`config.mk`:
```
export PLATFORM = sky130hd
export DESIGN_NAME = fxu_top
export DESIGN_NICKNAME = d
export VERILOG_FILES = /design/src/rtl/fxu_pkg.sv /design/src/rtl/fxu_prec_reg.sv /design/src/rtl/fxu_mul.sv /design/src/rtl/fxu_conv.sv /design/src/rtl/fxu_top.sv
export SDC_FILE = /design/constraint.sdc
export NUM_CORES = 2
export LEC_CHECK = 0
export BUFFER_PORTS_ARGS = -buffer_cell sky130_fd_sc_hd__buf_2
export CAP_MARGIN = 20
export CORE_ASPECT_RATIO = 2
export CORE_MARGIN = 2
export CORE_UTILIZATION = 40
export CTS_CLUSTER_DIAMETER = 30
export DETAILED_ROUTE_END_ITERATION = 8
export GPL_ROUTABILITY_DRIVEN = 0
export PLACE_DENSITY = 0.63
export SETUP_SLACK_MARGIN = 0.02
export SYNTH_ARGS = -nofsm -noshare
export SYNTH_HDL_FRONTEND = slang
export SYNTH_SLANG_ARGS = --single-unit
```
`constraint.sdc`:
```
create_clock -name clk -period 23.1 [get_ports clk]
set_input_delay 2.31 -clock clk [delete_from_list [all_inputs] [get_ports clk]]
set_output_delay 2.31 -clock clk [all_outputs]
set_load 0.03 [all_outputs]
```
`src/rtl/fxu_pkg.sv`:
```
package fxu_pkg;

    typedef enum logic [1:0] {
        OP_FMUL  = 2'd0,
        OP_TOFIX = 2'd1,
        OP_TOINT = 2'd2,
        OP_RSV   = 2'd3
    } fx_op_e;

    typedef struct packed {
        logic fmul;
        logic tofix;
        logic toint;
    } fx_sel_t;

    function automatic fx_sel_t fx_decode(input fx_op_e op);
        fx_sel_t s;
        s.fmul  = (op == OP_FMUL);
        s.tofix = (op == OP_TOFIX);
        s.toint = (op == OP_TOINT);
        return s;
    endfunction

endpackage

```
`src/rtl/fxu_prec_reg.sv`:
```
module fxu_prec_reg #(
    parameter int PW = 5
) (
    input  logic          clk,
    input  logic          rst,
    input  logic          we,
    input  logic [PW-1:0] wdata,
    output logic [PW-1:0] prec
);
    always_ff @(posedge clk) begin
        if (rst) begin
            prec <= '0;
        end else if (we) begin
            prec <= wdata;
        end
    end
endmodule

```
`src/rtl/fxu_mul.sv`:
```
module fxu_mul #(
    parameter int W  = 32,
    parameter int PW = 5
) (
    input  logic signed [W-1:0] a,
    input  logic signed [W-1:0] b,
    input  logic        [PW-1:0] prec,
    output logic        [W-1:0] prod_fx
);
    logic signed [2*W-1:0] prod_full;
    logic signed [2*W-1:0] prod_sh;

    always_comb begin
        prod_full = a * b;
        prod_sh   = prod_full >>> prec;
        prod_fx   = prod_sh[W-1:0];
    end
endmodule

```
`src/rtl/fxu_conv.sv`:
```
module fxu_conv #(
    parameter int W  = 32,
    parameter int PW = 5
) (
    input  logic signed [W-1:0] a,
    input  logic        [PW-1:0] prec,
    output logic        [W-1:0] to_fix,
    output logic        [W-1:0] to_int
);
    always_comb begin
        to_fix = a << prec;
        to_int = a >>> prec;
    end
endmodule

```
`src/rtl/fxu_top.sv`:
```
module fxu_top
    import fxu_pkg::*;
#(
    parameter int W  = 32,
    parameter int PW = $clog2(W)
) (
    input  logic          clk,
    input  logic          rst,
    input  logic          prec_we,
    input  logic [PW-1:0] prec_wdata,
    input  logic [1:0]    op_sel,
    input  logic [W-1:0]  opnd_a,
    input  logic [W-1:0]  opnd_b,
    output logic [W-1:0]  result
);
    logic [PW-1:0] prec;
    logic [W-1:0]  mul_res;
    logic [W-1:0]  fix_res;
    logic [W-1:0]  int_res;
    fx_sel_t       sel;

    fxu_prec_reg #(.PW(PW)) u_prec (
        .clk   (clk),
        .rst   (rst),
        .we    (prec_we),
        .wdata (prec_wdata),
        .prec  (prec)
    );

    fxu_mul #(.W(W), .PW(PW)) u_mul (
        .a       (opnd_a),
        .b       (opnd_b),
        .prec    (prec),
        .prod_fx (mul_res)
    );

    fxu_conv #(.W(W), .PW(PW)) u_conv (
        .a      (opnd_a),
        .prec   (prec),
        .to_fix (fix_res),
        .to_int (int_res)
    );

    always_comb begin
        sel = fx_decode(fx_op_e'(op_sel));
        unique case (1'b1)
            sel.fmul:  result = mul_res;
            sel.tofix: result = fix_res;
            sel.toint: result = int_res;
            default:   result = '0;
        endcase
    end
endmodule

```
==> summary.txt <==
Primary FF master, synth -> dfxtp_1
share of the synthesized area in the top cell type -> 51.1%
most common cell after layout, fill and taps aside -> fa_1
crit path launch type -> input port
Die ar. -> 108000 um2
Post-DRT Antenna Nets -> 0
Port Buffers -> 105
WL final -> 137 mm
Syn-to-layout area delta -> 2.84%
Site Rows -> 168
FF-to-FF setup slack -> 21.74 ns
1st-pass router iterations -> 6
Worst-path clk slew -> 0.03 ns
r2r endpoint -> u_prec.prec[2]$_SDFFE_PP0P_
CP required -> 20.79 ns
min-delay worst type -> reg -> reg
CTS sink count -> 5
Post-CTS Resized -> 0
die height -> 463 um
Critical Path Start -> opnd_a[31]
DRC -> 0
largest registers -> u_prec.prec x5
largest area contributor in the netlist -> fa_1
routed vias -> 34142
max-slew violation count -> 0
synthesis-stage register bit count -> 5
final period utilization -> 64.4%
CTS tree -> yes
Reg2Reg Depth -> 3
commonest cells after routing, fill and taps aside -> fa_1 (1073), inv_1 (721), nand2_1 (721), and2_1 (459), ha_1 (182)
Fin. Hold Viols -> 0
clk root buf -> clkbuf_16
synthesized cell area -> 42100 um2
layout cell share with drive strength beyond 1 -> 5.81%
setup tns final -> 0 ns
Tot GR Track Use -> 26.2%
Final setup violation count -> 0
CTS HTree Levels -> 1
arrival time at the worst endpoint -> 12.56 ns
max FFs per register -> 5
EDFF count, synth -> 0
sequential share of the synthesized area -> 0.238%
Top reg by flops -> u_prec.prec
Bufs on Longest Clock Path -> 2
starting density of the core -> 40.3%
ys async rst share -> 0%
crit end category -> output port
Yosys Warn Count -> 0
post-DP HPWL -> 112 mm
initial antenna violation count -> 7
Distinct cells, synth -> 95
Max-Cap Viols -> 0
outcome -> finished clean
residual overflow from global routing -> 0
Final #Nets -> 5791
Setup CP Type -> in -> out
min Tclk post-route -> 14.87 ns
Post-CTS Hold Buffers -> 0
core area -> 104000 um2
fmax -> 67.3 MHz
synthesized area per cell -> 8.99 um2
Worst Setup EP -> result[20]
RSZ-0062 raised after global routing -> false
Worst Path Max Fanout -> 38
Synth area leaders -> fa_1 (51%), and2_1 (6.8%), inv_1 (6.5%), nand2_1 (6.4%), ha_1 (5.4%)
number of post-CTS setup repair buffers -> 0
syn_nets -> 6007
IO Count -> 106
largest net degree at the start of global routing -> 81
vias in the first global route -> 38189
clock latency on the worst-skew pair -> 0.22 ns
post-synthesis instance total -> 4678
Die Wd -> 233 um
Initial DRC Count -> 2528
final clock skew -> 0 ns
worst-margin pin slew -> 1.10 ns
Via-to-Cell Ratio -> 5.86
reg2reg start -> u_prec.prec[2]$_SDFFE_PP0P_
WL per Instance -> 23.5 um
first-pass GRT wire length -> 215 mm
relative slew slack -> 26.0%
TritonCTS Buffers -> 3
how the worst min path moves through the flow:
stage,startpoint,end,slack [ns],cells after the start
2_1_floorplan,u_prec.prec[4]$_SDFFE_PP0P_,u_prec.prec[4]$_SDFFE_PP0P_,1.09,5
3_3_place_gp,u_prec.prec[0]$_SDFFE_PP0P_,u_prec.prec[0]$_SDFFE_PP0P_,0.77,2
3_5_place_dp,u_prec.prec[0]$_SDFFE_PP0P_,u_prec.prec[0]$_SDFFE_PP0P_,0.77,2
4_1_cts,u_prec.prec[0]$_SDFFE_PP0P_,u_prec.prec[0]$_SDFFE_PP0P_,0.79,2
5_1_grt,u_prec.prec[0]$_SDFFE_PP0P_,u_prec.prec[0]$_SDFFE_PP0P_,0.81,2
6_report,u_prec.prec[0]$_SDFFE_PP0P_,u_prec.prec[0]$_SDFFE_PP0P_,0.78,2
area by class of cell:
class / instances / area, um2
diodes: 7 / 17.5
flip-flops and latches: 5 / 110
fillers: 10330 / 61200
clock buffers: 4 / 78.8
inverters: 726 / 2730
repair buffers: 131 / 741
well taps: 1360 / 1700
multi-input cells: 3595 / 37900
logic make-up after synthesis:
family	share of synthesized area, %
AOI/OAI and AO/OA	9.79
xor gates and xnor gates	0.979
adders and majority gates	56.5
buffers and inverters	9.72
DFF	0.238
muxes	4.62
and+or+nand+nor	18.2
synthesized netlist by cell type (9+ instances only):
cell / count
fa_1: 1073
inv_1: 723
nand2_1: 721
and2_1: 459
clkbuf_1: 302
ha_1: 182
nor2_1: 148
a21oi_1: 113
o21ai_0: 102
mux2i_1: 75
nand3_1: 43
nor3_1: 43
mux4_2: 41
nand2b_1: 36
a211oi_1: 34
xnor2_1: 31
a21o_1: 30
buf_1: 27
a31oi_1: 26
nand4_1: 26
mux2_2: 24
or3_1: 24
o211ai_1: 23
buf_2: 21
o21a_1: 20
and3_1: 17
a221oi_1: 16
xor2_1: 16
nor2b_1: 14
o22ai_1: 14
a31o_2: 13
o21ai_1: 13
a311oi_1: 10
o2111ai_1: 10
a221o_1: 9
o31a_1: 9
routing by layer:
| metal | up-vias | share of wire (%) | GRT usage, % |
|---|---|---|---|
| met3 | 640 | 4.6 | 1.81 |
| met4 | 0 | 9.7 | 19.9 |
| met1 | 17775 | 31 | 26.4 |
| met5 | - | 0 | 0 |
| li1 | 14211 | - | - |
| met2 | 1516 | 54 | 49.1 |
through the flow:
| step | instance area (um2) | cells | hold WS [ns] | util [%] | setup slack (ns) |
|---|---|---|---|---|---|
| floorplan | 42100 | 4678 | 1.09 | - | 9.58 |
| global placement | 43100 | 5816 | 0.774 | 41.3 | 8.53 |
| detailed placement | 43100 | 5816 | 0.769 | 41.3 | 8.51 |
| CTS | 43200 | 5820 | 0.793 | 41.4 | 8.50 |
| global route | 43200 | 5822 | 0.813 | 41.4 | 7.91 |
| finish | 43300 | 5828 | 0.783 | 41.4 | 8.23 |
worst max-delay path, cell delays in order:
cell	delay (ns)
buf_2	0.33
and2_1	0.32
fa_1	0.54
inv_1	0.08
fa_1	0.51
inv_1	0.08
fa_1	0.94
inv_1	0.30
fa_1	0.63
fa_1	0.46
fa_1	0.58
fa_1	0.46
fa_1	0.50
inv_1	0.04
ha_1	0.43
nand2_1	0.11
o211ai_1	0.44
a21oi_1	0.26
o41ai_1	0.80
o31ai_1	0.21
xor2_1	0.22
o21a_1	0.23
a21oi_1	0.20
o41ai_1	0.10
o21ai_0	0.89
a221o_1	0.32
buf_2	0.21
Power is left out: the tool's default activity adds up to more than one toggle a clock period on the data nets, which glitch-free logic cannot reach.
